--- config.mk ---
export PLATFORM = sky130hd
export DESIGN_NAME = kbm_wake_iso
export DESIGN_NICKNAME = d
export VERILOG_FILES = /design/src/rtl/kbm_wake_pkg.sv /design/src/rtl/kbm_edge_sync.sv /design/src/rtl/kbm_irq_latch.sv /design/src/rtl/kbm_wake_regs.sv /design/src/rtl/kbm_wake_iso.sv
export SDC_FILE = /design/constraint.sdc
export NUM_CORES = 1
export LEC_CHECK = 0
export BUFFER_PORTS_ARGS = -buffer_cell sky130_fd_sc_hd__buf_2
export CAP_MARGIN = 20
export CORE_MARGIN = 2
export CORE_UTILIZATION = 39
export DETAILED_ROUTE_END_ITERATION = 10
export PLACE_DENSITY = 0.72
export SLEW_MARGIN = 10
export SYNTH_ARGS = -nofsm -noshare
export SYNTH_HDL_FRONTEND = slang
export SYNTH_SLANG_ARGS = --single-unit
--- constraint.sdc ---
create_clock -name clk -period 0.8 [get_ports clk]
set_input_delay 0.08 -clock clk [delete_from_list [all_inputs] [get_ports clk]]
set_output_delay 0.08 -clock clk [all_outputs]
set_load 0.02 [all_outputs]
--- src/rtl/kbm_wake_pkg.sv ---
package kbm_wake_pkg;

    localparam int NPORT      = 2;
    localparam int PORT_KBD   = 0;
    localparam int PORT_MOUSE = 1;

    localparam int GLOBAL_EN_BIT = 0;
    localparam int CORE_RST_BIT  = 6;

    typedef enum logic [2:0] {
        SEL_ISO  = 3'd0,
        SEL_MODE = 3'd1,
        SEL_STS  = 3'd2,
        SEL_EN   = 3'd3,
        SEL_CTRL = 3'd4
    } kbm_sel_e;

    typedef struct packed {
        logic [NPORT-1:0] iso;
        logic [NPORT-1:0] mode;
        logic [NPORT-1:0] wake_en;
        logic             pme_en;
        logic             core_rst;
    } kbm_cfg_t;

    // isolation bit of a port in the isolation register
    function automatic int iso_bit(int p);
        return (p == PORT_KBD) ? 5 : 6;
    endfunction

    // per-port bit shared by status, enable and latch-mode registers
    function automatic int evt_bit(int p);
        return (p == PORT_KBD) ? 3 : 4;
    endfunction

    function automatic logic irq_view(logic mode, logic raw, logic lat);
        return mode ? lat : (raw & lat);
    endfunction

endpackage

--- src/rtl/kbm_edge_sync.sv ---
module kbm_edge_sync #(
    parameter int STAGES = 2
) (
    input  logic clk,
    input  logic rst,
    input  logic din,
    output logic fall
);
    localparam int W = STAGES + 1;

    logic [W-1:0] shreg;

    // all stages reset high so a pin held low shows up as a fall
    always_ff @(posedge clk) begin
        if (rst) shreg <= '1;
        else     shreg <= {shreg[W-2:0], din};
    end

    assign fall = shreg[W-1] & ~shreg[W-2];

endmodule

--- src/rtl/kbm_irq_latch.sv ---
module kbm_irq_latch
    import kbm_wake_pkg::*;
(
    input  logic clk,
    input  logic rst,
    input  logic mode,
    input  logic raw,
    input  logic ack,
    output logic irq,
    output logic rise
);
    logic lat;
    logic raw_q;

    always_ff @(posedge clk) begin
        if (rst) begin
            lat   <= 1'b0;
            raw_q <= 1'b0;
        end else begin
            raw_q <= raw;
            if (ack)      lat <= 1'b0;
            else if (raw) lat <= 1'b1;
        end
    end

    assign irq  = irq_view(mode, raw, lat);
    assign rise = raw & ~raw_q;

endmodule

--- src/rtl/kbm_wake_regs.sv ---
module kbm_wake_regs
    import kbm_wake_pkg::*;
(
    input  logic             clk,
    input  logic             sb_rst,
    input  logic             main_rst,
    input  logic             wr_en,
    input  kbm_sel_e         wr_sel,
    input  logic [7:0]       wr_data,
    input  logic [NPORT-1:0] evt,
    output kbm_cfg_t         cfg,
    output logic [NPORT-1:0] sts
);
    logic [NPORT-1:0] sts_nxt;
    logic             unused_bits;

    assign unused_bits = ^{wr_data[7], wr_data[2:1]};

    always_comb begin
        for (int p = 0; p < NPORT; p++) begin
            sts_nxt[p] = evt[p] |
                (sts[p] & ~(wr_en && wr_sel == SEL_STS && wr_data[evt_bit(p)]));
        end
    end

    // standby domain
    always_ff @(posedge clk) begin
        if (sb_rst) begin
            cfg.iso     <= '0;
            cfg.wake_en <= '0;
            cfg.pme_en  <= 1'b0;
            sts         <= '0;
        end else begin
            sts <= sts_nxt;
            if (wr_en) begin
                case (wr_sel)
                    SEL_ISO: for (int p = 0; p < NPORT; p++)
                        cfg.iso[p] <= wr_data[iso_bit(p)];
                    SEL_EN: begin
                        for (int p = 0; p < NPORT; p++)
                            cfg.wake_en[p] <= wr_data[evt_bit(p)];
                        cfg.pme_en <= wr_data[GLOBAL_EN_BIT];
                    end
                    default: ;
                endcase
            end
        end
    end

    // main domain
    always_ff @(posedge clk) begin
        if (main_rst) begin
            cfg.mode     <= '0;
            cfg.core_rst <= 1'b0;
        end else if (wr_en) begin
            case (wr_sel)
                SEL_MODE: for (int p = 0; p < NPORT; p++)
                    cfg.mode[p] <= wr_data[evt_bit(p)];
                SEL_CTRL: cfg.core_rst <= wr_data[CORE_RST_BIT];
                default: ;
            endcase
        end
    end

endmodule

--- src/rtl/kbm_wake_iso.sv ---
module kbm_wake_iso
    import kbm_wake_pkg::*;
#(
    parameter int SYNC_STAGES = 2
) (
    input  logic       clk,
    input  logic       sb_rst,
    input  logic       main_rst,
    input  logic       main_pwr_ok,
    input  logic       wr_en,
    input  logic [2:0] wr_sel,
    input  logic [7:0] wr_data,
    input  logic       kbd_clk_pin,
    input  logic       kbd_dat_pin,
    input  logic       mouse_clk_pin,
    input  logic       mouse_dat_pin,
    output logic       core_kbd_clk,
    output logic       core_kbd_dat,
    output logic       core_mouse_clk,
    output logic       core_mouse_dat,
    input  logic       kbd_irq_raw,
    input  logic       mouse_irq_raw,
    input  logic       kbd_irq_ack,
    input  logic       mouse_irq_ack,
    output logic       kbd_irq,
    output logic       mouse_irq,
    output logic       core_rst,
    output logic [7:0] wake_sts,
    output logic       pme
);
    kbm_cfg_t         cfg;
    logic [NPORT-1:0] pin_clk, pin_dat, out_clk, out_dat;
    logic [NPORT-1:0] irq_raw, irq_ack, irq_out, irq_rise;
    logic [NPORT-1:0] data_fall, evt, sts;

    assign pin_clk = {mouse_clk_pin, kbd_clk_pin};
    assign pin_dat = {mouse_dat_pin, kbd_dat_pin};
    assign irq_raw = {mouse_irq_raw, kbd_irq_raw};
    assign irq_ack = {mouse_irq_ack, kbd_irq_ack};

    for (genvar p = 0; p < NPORT; p++) begin : g_port
        assign out_clk[p] = cfg.iso[p] | pin_clk[p];
        assign out_dat[p] = cfg.iso[p] | pin_dat[p];

        kbm_edge_sync #(.STAGES(SYNC_STAGES)) u_sync (
            .clk  (clk),
            .rst  (sb_rst),
            .din  (pin_dat[p]),
            .fall (data_fall[p])
        );

        kbm_irq_latch u_latch (
            .clk  (clk),
            .rst  (main_rst),
            .mode (cfg.mode[p]),
            .raw  (irq_raw[p]),
            .ack  (irq_ack[p]),
            .irq  (irq_out[p]),
            .rise (irq_rise[p])
        );

        assign evt[p] = data_fall[p] | (irq_rise[p] & main_pwr_ok);
    end

    kbm_wake_regs u_regs (
        .clk      (clk),
        .sb_rst   (sb_rst),
        .main_rst (main_rst),
        .wr_en    (wr_en),
        .wr_sel   (kbm_sel_e'(wr_sel)),
        .wr_data  (wr_data),
        .evt      (evt),
        .cfg      (cfg),
        .sts      (sts)
    );

    assign core_kbd_clk   = out_clk[PORT_KBD];
    assign core_kbd_dat   = out_dat[PORT_KBD];
    assign core_mouse_clk = out_clk[PORT_MOUSE];
    assign core_mouse_dat = out_dat[PORT_MOUSE];
    assign kbd_irq        = irq_out[PORT_KBD];
    assign mouse_irq      = irq_out[PORT_MOUSE];
    assign core_rst       = cfg.core_rst;

    always_comb begin
        wake_sts = '0;
        for (int p = 0; p < NPORT; p++) wake_sts[evt_bit(p)] = sts[p];
    end

    assign pme = cfg.pme_en & |(sts & cfg.wake_en);

endmodule

# Word-level counts from Yosys, hierarchy flattened
# Cells that the tools add are included.
[totals]
register_bits = 20
in_bits = 24
out_inout_bits = 16
wordCells = 55
[classes]
eq_ne = 4
mux = 2
bitwise_logic = 26
reduce_logical = 11
[op_table]
columns = ["op", "count"]
rows = [
  ["1-bit AND", 11],
  ["1-bit OR", 8],
  ["2-bit AND reduction", 4],
  ["3-bit by 2-bit == test with 1-bit output (second input constant)", 2],
  ["1-bit NOT", 6],
  ["2-bit OR reduction", 3],
  ["3-bit by 1-bit == test with 1-bit output (second input constant)", 1],
  ["3-bit == test (second input constant)", 1],
  ["1-bit logical AND", 3],
  ["3-bit logical NOT", 1],
  ["2-bit AND", 1],
  ["1-bit two-way mux", 2],
]

# Logic depth before layout (Yosys ltp)
# Gate-level depths: netlist of the first run.
[depth]
depth_word = 6
mapped_depth = 3
ltp_nobuf = 3

# Hierarchy
# Synthesis of the first run repeated with hierarchy kept, for this count alone.
[unflattened]
cells_unflattened = 90
hier_area_um2 = 904.6
[modules_own_cells]
columns = ["module", "instances", "cells_per_inst", "area_each_um2", "seq_area_each_um2"]
rows = [
  ["kbm_wake_regs", 1, 47, 484.2, 200.2],
  ["kbm_edge_sync", 2, 7, 85.1, 60.1],
  ["kbm_irq_latch", 2, 7, 73.8, 40.0],
  ["kbm_wake_iso", 1, 15, 102.6, 0.0],
]

# Worst setup path before layout of the first run
# No wires, ideal clock.
[synth_timing]
path_kind = "reg2out"
startpoint = "reg u_regs.sts[1]"
endpoint = "out pme"
t_arrival_ns = 0.910
required_time_ns = 0.720
path_slack_ns = -0.190
stages_incl_launch_ff = 3
n_path_buf = 0
cell_sequence = "dfxtp_1 > a22oi_1 > nor2b_1"
[synth_via]
elab_chain_cells = 3
[synth_rtl]
columns = ["element", "line", "text"]
rows = [
  ["from (decl)", "kbm_wake_regs.sv:12", "output logic [NPORT-1:0] sts"],
  ["from (signal assigned)", "kbm_wake_regs.sv:34", "sts <= sts_nxt;"],
  ["2-bit AND", "kbm_wake_iso.sv:90", "assign pme = cfg.pme_en & |(sts & cfg.wake_en);"],
  ["2-bit OR reduction", "kbm_wake_iso.sv:90", ""],
  ["1-bit AND", "kbm_wake_iso.sv:90", ""],
  ["to (decl)", "kbm_wake_iso.sv:29", "output logic pme"],
]
# No other way between the ends.

# Worst setup path in the final report of the first run
[layout_timing]
startpoint = "reg u_regs.cfg[3] (netlist name)"
endpoint = "out pme"
[layout_via]
elab_chain_cells = 3
[layout_rtl]
columns = ["element", "line"]
rows = [
  ["2-bit AND", "kbm_wake_iso.sv:90"],
  ["2-bit OR reduction", "kbm_wake_iso.sv:90"],
  ["1-bit AND", "kbm_wake_iso.sv:90"],
]
# No other way between the ends.

==> run metrics, run 1 <==
Max rail drop VDD 0.879 mV; main combinational cell family by area after synthesis simple AND/OR/NAND/NOR gates; RSZ-0062 raised after global routing yes; failing checks negative hold slack, negative setup slack; worst reg2reg setup slack -90 ps; total CTS buffers 3; I/O pin count 40; most common cell after layout, fill and taps aside buf_2; CTS tree done; die width 49.9 um; Starting Density 41.5%; P per Cell Area 1710 nW/um2; Via density 4.73; die area 2490 um2; pins over their slew limit 0; Residual DRC 0; setup ws final -278 ps; TritonRoute pass-1 iters 3; CTS Hold Buffers Added 2; outcome complete, but fails checks; compound-gate portion of the synthesized area 6.09%; Worst Path Arrival 1000 ps; fmax 927 MHz; antenna violations before repair 0; Final Util 58.6%; Worst-path clk slew 100 ps; Distinct cells, synth 20; post-synthesis mux area share 9.74%; ANT cells 0; # placed instances 136; first-pass GRT wire length 2850 um; CP Class reg2out; grt ovf 0; largest net degree at the start of global routing 14; Clk Latency, worst-skew pair 290 ps; Final GP Congestion 0.754; layout cells sized above 1 53.8%; tightest hold margin -12.0 ps; commonest non-fill, non-tap cells in the layout buf_2 (20), buf_6 (12), nor2_1 (10), dfxtp_1 (10); DP HPWL 1220 um; Tmin final 1080 ps; crit start category register; Synth Warn # 0; area of the core 1980 um2; clock skew 7.82 ps; Post-Synth Adder-Cell Area 0%; clk sinks 20; DR iter-0 viols 1; PortBufs 30; Final Setup Violations 11; DRT Wirelength 1660 um; Hold WC Path Type in2reg; synthesized flop and latch total 20; FFs w/ async S/R, synth 0%; clock root cell clkbuf_4; Synth Cell Area 822 um2; Area growth syn-to-layout 41.4%; number of flops mapped to enable cells by yosys 0; die height 49.9 um; DRT antenna net count 0; Avg WL per Cell 11.5 um; total number of vias 681; number of global-route vias before repair 642; Sum Neg Setup Slack -2150 ps; Finished Layout Cells 144; layout net count 142; crit-path max FO 2; Tot GR Track Use 14.9%; crit end category primary output; Avg Cell Area, Syn 10.1 um2; Leak Pwr 0.526 nW; row cnt 16; H-tree depth 1; XOR/XNOR Fraction of Synth Area 0%; register area share after synthesis 48.7%; ys flop type dfxtp_1; final hold vios 2; buffer depth of the longest clock path 2; Synth Instances 81; Synth Area in Simple Gates 27.2%; max-cap viol count 0; period utilisation layout 135%; worst path required time 720 ps
[flip-flops by register name, indices dropped and copies added, names as in the netlist]
register and count:
u_regs.cfg 8, g_port.u_sync.shreg 6, g_port.u_latch.lat 2, g_port.u_latch.raw_q 2, u_regs.sts 2
[through the flow]
stage,instance area (um2),worst slack (ps),total power [mW]
after CTS,1140,-291,1.98
after global routing,1160,-332,2.08
after floorplan,848,16.2,1.25
after detailed placement,983,-180,1.35
final,1160,-278,1.98
after global placement,983,-164,1.34
[layer usage]
metal | vias to the layer above | part of all wire (%) | GRT usage, %
li1 | 334 | - | -
met1 | 322 | 43 | 18.2
met2 | 23 | 50 | 25.1
met3 | 2 | 5.0 | 4.24
met4 | 0 | 1.6 | 4.63
met5 | - | 0 | 0
[report_power, final]
group / switching, mW / leakage [nW] / internal (mW)
clock network: 0.295 / 0.0210 / 0.277
logic: 0.166 / 0.336 / 0.181
registers: 0.0258 / 0.168 / 1.04
[cell type report]
| class | count | area, um2 |
|---|---|---|
| fill | 171 | 820 |
| clock buffer | 4 | 36.3 |
| tap | 27 | 33.8 |
| timing repair buffer | 34 | 255 |
| multi-input combinational | 55 | 404 |
| sequential | 20 | 418 |
| inverter | 4 | 15.0 |
[cells in the mapped netlist (all sizes together), types with 3 or more instances]
cell	count	area, um2
dfxtp	20	400
nor2	10	37.5
or2	10	62.6
mux2i	8	80.1
buf	6	45.0
inv	4	15.0
a22oi	3	22.5
nor2b	3	18.8
[path summary, 6_finish.rpt]
kind / start / endpoint / cells past startpoint
min reg2reg: g_port[0].u_sync.shreg[0] / g_port[0].u_sync.shreg[1] / 1
min: mouse_dat_pin / g_port[1].u_sync.shreg[0] / 2
max reg2reg: u_regs.sts[1] / u_regs.sts[1] / 4
max: u_regs.cfg[3] / pme / 3
[critical path, cell delays in order (launching register included)]
cell	delay (ps)
dfxtp_2	340
a22oi_2	180
nor2b_2	60
buf_6	130
[what timing repair did]
item | in CTS | in global routing
buffers inserted | 1 | 1
resized for setup | 33 | 5
pin swaps | 6 | 1
hold endpoints to repair | 4 | 2
setup endpoints to repair | 10 | 12
[logic make-up (layout without fill, tap and decap cells)]
| family | count (synthesis) | after routing |
|---|---|---|
| and+or+nand+nor | 34 | 34 |
| DFF | 20 | 20 |
| buffers and inverters | 11 | 42 |
| muxes | 8 | 8 |
| AOI/OAI and AO/OA | 7 | 7 |
| other | 1 | 6 |
No activity file was read; power rests on OpenSTA's default activity.
==> run 2, diff against run 1 <==
==> constraint.sdc (replaced) <==
create_clock -name clk -period 0.98 [get_ports clk]
set_input_delay 0.098 -clock clk [delete_from_list [all_inputs] [get_ports clk]]
set_output_delay 0.098 -clock clk [all_outputs]
set_load 0.02 [all_outputs]
==> run 2 against run 1 <==
- the flow finishes with violations (negative setup slack)
- highest routed layer unchanged
- first-iteration DRC count rose to 4.0 times the previous value
- worst setup slack improved by 140 ps
- sequential power shrank 19%
- combinational power is 18% lower
==> run metrics, run 2 (synthesized netlist as in run 1, its figures left out) <==
biggest regs u_regs.cfg x8, g_port.u_sync.shreg x6; CP Class reg2out; ANT cells 0; # placed instances 136; crit end category primary output; Worst Path Arrival 1020 ps; crit-path max FO 3; area of the multi-input gates 399 um2; I/O pin count 40; final hold vios 0; Finished Layout Cells 147; area of the core 1980 um2; tightest hold margin 13.5 ps; DP HPWL 1150 um; Final Instance Area 1180 um2; Area growth syn-to-layout 43.1%; failing checks negative setup slack; Leak Pwr 0.541 nW; Max rail drop VDD 1.12 mV; Avg WL per Cell 10.9 um; H-tree depth 1; worst path cell trace or2_4 -> buf_6; buffer depth of the longest clock path 2; fmax 898 MHz; most common cell after layout, fill and taps aside buf_2; Residual DRC 0; CTS tree done; Most flops, register u_regs.cfg; TritonRoute pass-1 iters 2; total CTS buffers 3; outcome complete, but fails checks; P per Cell Area 1540 nW/um2; antenna violations before repair 0; DRT antenna net count 0; Clk Latency, worst-skew pair 310 ps; number of global-route vias before repair 631; layout net count 145; Worst-path clk slew 110 ps; dpl ws 2.64 ps; row cnt 16; clock root cell clkbuf_4; PortBufs 30; Max stage delay cell, worst path dfxtp_2; r2r startpoint u_regs.sts[1]; RSZ-0062 raised after global routing yes; worst path required time 880 ps; Tmin final 1110 ps; Final GP Congestion 0.681; Final Setup Violations 9; Starting Density 41.5%; pins over their slew limit 0; Max stage delay on crit path 350 ps; Fillers 181; largest net degree at the start of global routing 14; Tot GR Track Use 14.7%; worst hold start wr_data[0]; die area 2490 um2; crit start category register; die width 49.9 um; Largest register FFs 8; CP top delay family flip-flops; Hold WC Path Type in2reg; clock skew 14.9 ps; setup ws final -134 ps; grt ovf 0; total number of vias 664; Via density 4.52; DR iter-0 viols 4; Crit. Startpoint u_regs.cfg[7]; die height 49.9 um; first-pass GRT wire length 2640 um; Post-DP Area 978 um2; crit path buf inv count 1; Sum Neg Setup Slack -815 ps; commonest non-fill, non-tap cells in the layout buf_2 (22), dfxtp_1 (13), nor2_1 (10); layout cells sized above 1 50.0%; DRT Wirelength 1600 um; period utilisation layout 114%; clk sinks 20; storage element area 409 um2; max-cap viol count 0
==> run 2: cell count changes in the layout (fill, tap and decap cells not counted), sizes merged <==
cell | before | now
bufinv | 0 | 1
dlygate4sd3 | 2 | 4
clkbuf | 4 | 3
buf | 32 | 33
==> run 2: cell type report <==
cell class | instances | area share, %
Clock buffer | 3 | 1.91
Inverter | 4 | 1.28
Tap cell | 27 | 2.87
Timing Repair Buffer | 37 | 22.7
Clock inverter | 1 | 2.55
Multi-Input combinational cell | 55 | 33.9
Sequential cell | 20 | 34.8
==> run 2: path summary, 6_finish.rpt <==
check | to | slack (ps) | cells after the start
worst max-delay path | core_mouse_dat | -130 | 2
worst min-delay path | u_regs.cfg[1] | 10 | 3
worst min register to register | g_port[0].u_sync.shreg[1] | 420 | 1
worst max register to register | u_regs.sts[1] | -30 | 5
==> run 2: stage by stage <==
step / power, mW / util, %
6_report: 1.81 / 59.3
5_1_grt: 1.89 / 59.3
4_1_cts: 1.82 / 58.7
3_5_place_dp: 1.10 / 49.4
3_3_place_gp: 1.09 / 49.4
2_1_floorplan: 1.02 / -
==> run 2: worst min-delay path, delay by kind of cell <==
family | cells | cell delay (ps)
and+or+nand+nor | 1 | 70
buffers and inverters | 1 | 70
muxes | 1 | 50
==> run 2: timing repair <==
action / CTS / global route
hold buffers: 4 / 0
buffers inserted: 2 / 1
pin swaps: 5 / 2
hold endpoints to repair: 4 / 0
gates resized for setup: 29 / 1
setup endpoints to repair: 8 / 8
==> run 2: power by group <==
part	leakage, nW	switching (mW)	internal (mW)	total (mW)
logic	0.346	0.136	0.148	0.284
clock network	0.0279	0.245	0.414	0.659
registers	0.167	0.0172	0.849	0.866
total	0.541	0.397	1.41	1.81
==> run 2: per-layer routing <==
metal | vias to the layer above | part of all wire (%) | track usage [%]
met5 | - | 0 | 0
met3 | 4 | 5.9 | 5.76
met1 | 298 | 38 | 15.6
met2 | 22 | 54 | 25.1
met4 | 0 | 1.7 | 6.94
li1 | 340 | - | -
==> run 3, diff against run 2 <==
--- a/config.mk
+++ b/config.mk
@@ -7,7 +7,6 @@
 export LEC_CHECK = 0
 export BUFFER_PORTS_ARGS = -buffer_cell sky130_fd_sc_hd__buf_2
 export CAP_MARGIN = 20
-export CORE_MARGIN = 2
 export CORE_UTILIZATION = 39
 export DETAILED_ROUTE_END_ITERATION = 10
 export PLACE_DENSITY = 0.72
==> run 3 against run 2 <==
- the flow still finishes with violations (negative setup slack)
- critical path depth is 1 higher
- non-clock buffer count is 1 lower
- sequential power hardly changed
- sequential cell count stayed put
- worst hold slack better by 37 ps
- clock-buffer cell count stayed put
- clock power is 44% lower
- maximum frequency is 0.96% higher
- final cell count is 1.4% lower
- wire length is 3.4% higher
- first-iteration DRC count is 50% higher
- largest power group unchanged
==> run metrics, run 3 (synthesized netlist as in run 1, its figures left out) <==
clk sinks 20; Max rail drop VDD 1.14 mV; total CTS buffers 3; Max stage delay cell, worst path dfxtp_2; final hold vios 0; Sum Neg Setup Slack -557 ps; number of global-route vias before repair 627; layout cells sized above 1 48.3%; first-pass GRT wire length 2560 um; CP Class reg2out; TritonRoute pass-1 iters 4; row cnt 16; biggest regs u_regs.cfg x8, g_port.u_sync.shreg x6; Final Setup Violations 7; I/O pin count 40; crit path buf inv count 1; Power, Total 1.51 mW; crit end category primary output; crit start category register; Starting Density 41.9%; setup ws final -123 ps; tightest hold margin 50.6 ps; worst path cell trace a22oi_2 -> nor2b_2 -> buf_6; Hold WC Path Type in2reg; Final GP Congestion 0.776; most common cell after layout, fill and taps aside buf_2; outcome complete, but fails checks; layout net count 144; fmax 907 MHz; Finished Layout Cells 145; die area 2300 um2; DR iter-0 viols 6; DRT Wirelength 1660 um; max-cap viol count 0; Largest register FFs 8; CTS tree done; pins over their slew limit 0; Clk Latency, worst-skew pair 290 ps; Area growth syn-to-layout 37.9%; Tmin final 1100 ps; clock skew 5.35 ps; # placed instances 136; failing checks negative setup slack; Avg WL per Cell 11.4 um; Most flops, register u_regs.cfg; RSZ-0062 raised after global routing yes; PortBufs 30; H-tree depth 1; CP top delay family flip-flops; Max stage delay on crit path 340 ps; DRT antenna net count 0; crit-path max FO 2; ANT cells 0; worst reg2reg setup slack 60 ps; Tot GR Track Use 17.0%; Fillers 191; Via density 4.63; worst path required time 880 ps; period utilisation layout 113%; clock root cell clkbuf_4; DP HPWL 1190 um; die height 47.9 um; buffer depth of the longest clock path 2; Worst-path clk slew 100 ps; area of the core 1960 um2; Worst Path Arrival 1010 ps; dpl ws -7.40 ps; grt ovf 0; die width 47.9 um; Residual DRC 0; Leak Pwr 0.522 nW; P per Cell Area 1330 nW/um2; commonest non-fill, non-tap cells in the layout buf_2 (22), dfxtp_1 (13), nor2_1 (10); antenna violations before repair 0; largest net degree at the start of global routing 14; total number of vias 672
-- run 3: cell types whose count changed in the layout (fill, tap and decap cells not counted), sizes merged --
cell | before | now
bufinv | 1 | 0
buf | 33 | 32
-- run 3: repair_timing --
action,in CTS,in global routing
buffers inserted,1,1
endpoints found under the setup margin,7,8
gates resized for setup,29,0
pin swaps,5,1
hold endpoints to repair,4,0
hold buffers,4,0
-- run 3: final timing paths --
| check | cells after the start | start | to |
|---|---|---|---|
| max | 3 | u_regs.sts[1] | pme |
| min | 3 | wr_data[0] | u_regs.cfg[1] |
| max reg2reg | 4 | u_regs.sts[1] | u_regs.sts[1] |
| min reg2reg | 1 | g_port[0].u_sync.shreg[0] | g_port[0].u_sync.shreg[1] |
-- run 3: metal layers --
layer	up-vias	GRT usage [%]	share of wire, %
met5	-	0	0
met1	314	17.0	41
li1	337	-	-
met2	19	32.7	55
met3	2	3.40	3.1
met4	0	8.33	0.90
-- run 3: per-stage QoR --
stage | instance area [um2] | utilization [%]
detailed placement | 978 | 49.9
global placement | 978 | 49.9
finish | 1130 | 57.8
CTS | 1130 | 57.4
global route | 1130 | 57.8
floorplan | 843 | -
-- run 3: layout make-up --
class,count,area [um2],area share (%)
clock buffers,3,22.5,1.99
inverters,4,15.0,1.32
multi-input cells,55,394,34.8
flip-flops and latches,20,409,36.1
well taps,27,33.8,2.98
repair buffers,36,259,22.8
-- run 3: where the power goes --
group	internal, mW	switching [mW]	total (mW)
logic	0.142	0.134	0.276
registers	0.849	0.0180	0.867
clock network	0.143	0.223	0.366
-- run 3: worst register-to-register path, delay by kind of cell (launching register included) --
| family | cells | cell delay [ps] |
|---|---|---|
| buffers and inverters | 2 | 240 |
| AO/OA/AOI/OAI | 2 | 240 |
| flip-flops | 1 | 340 |
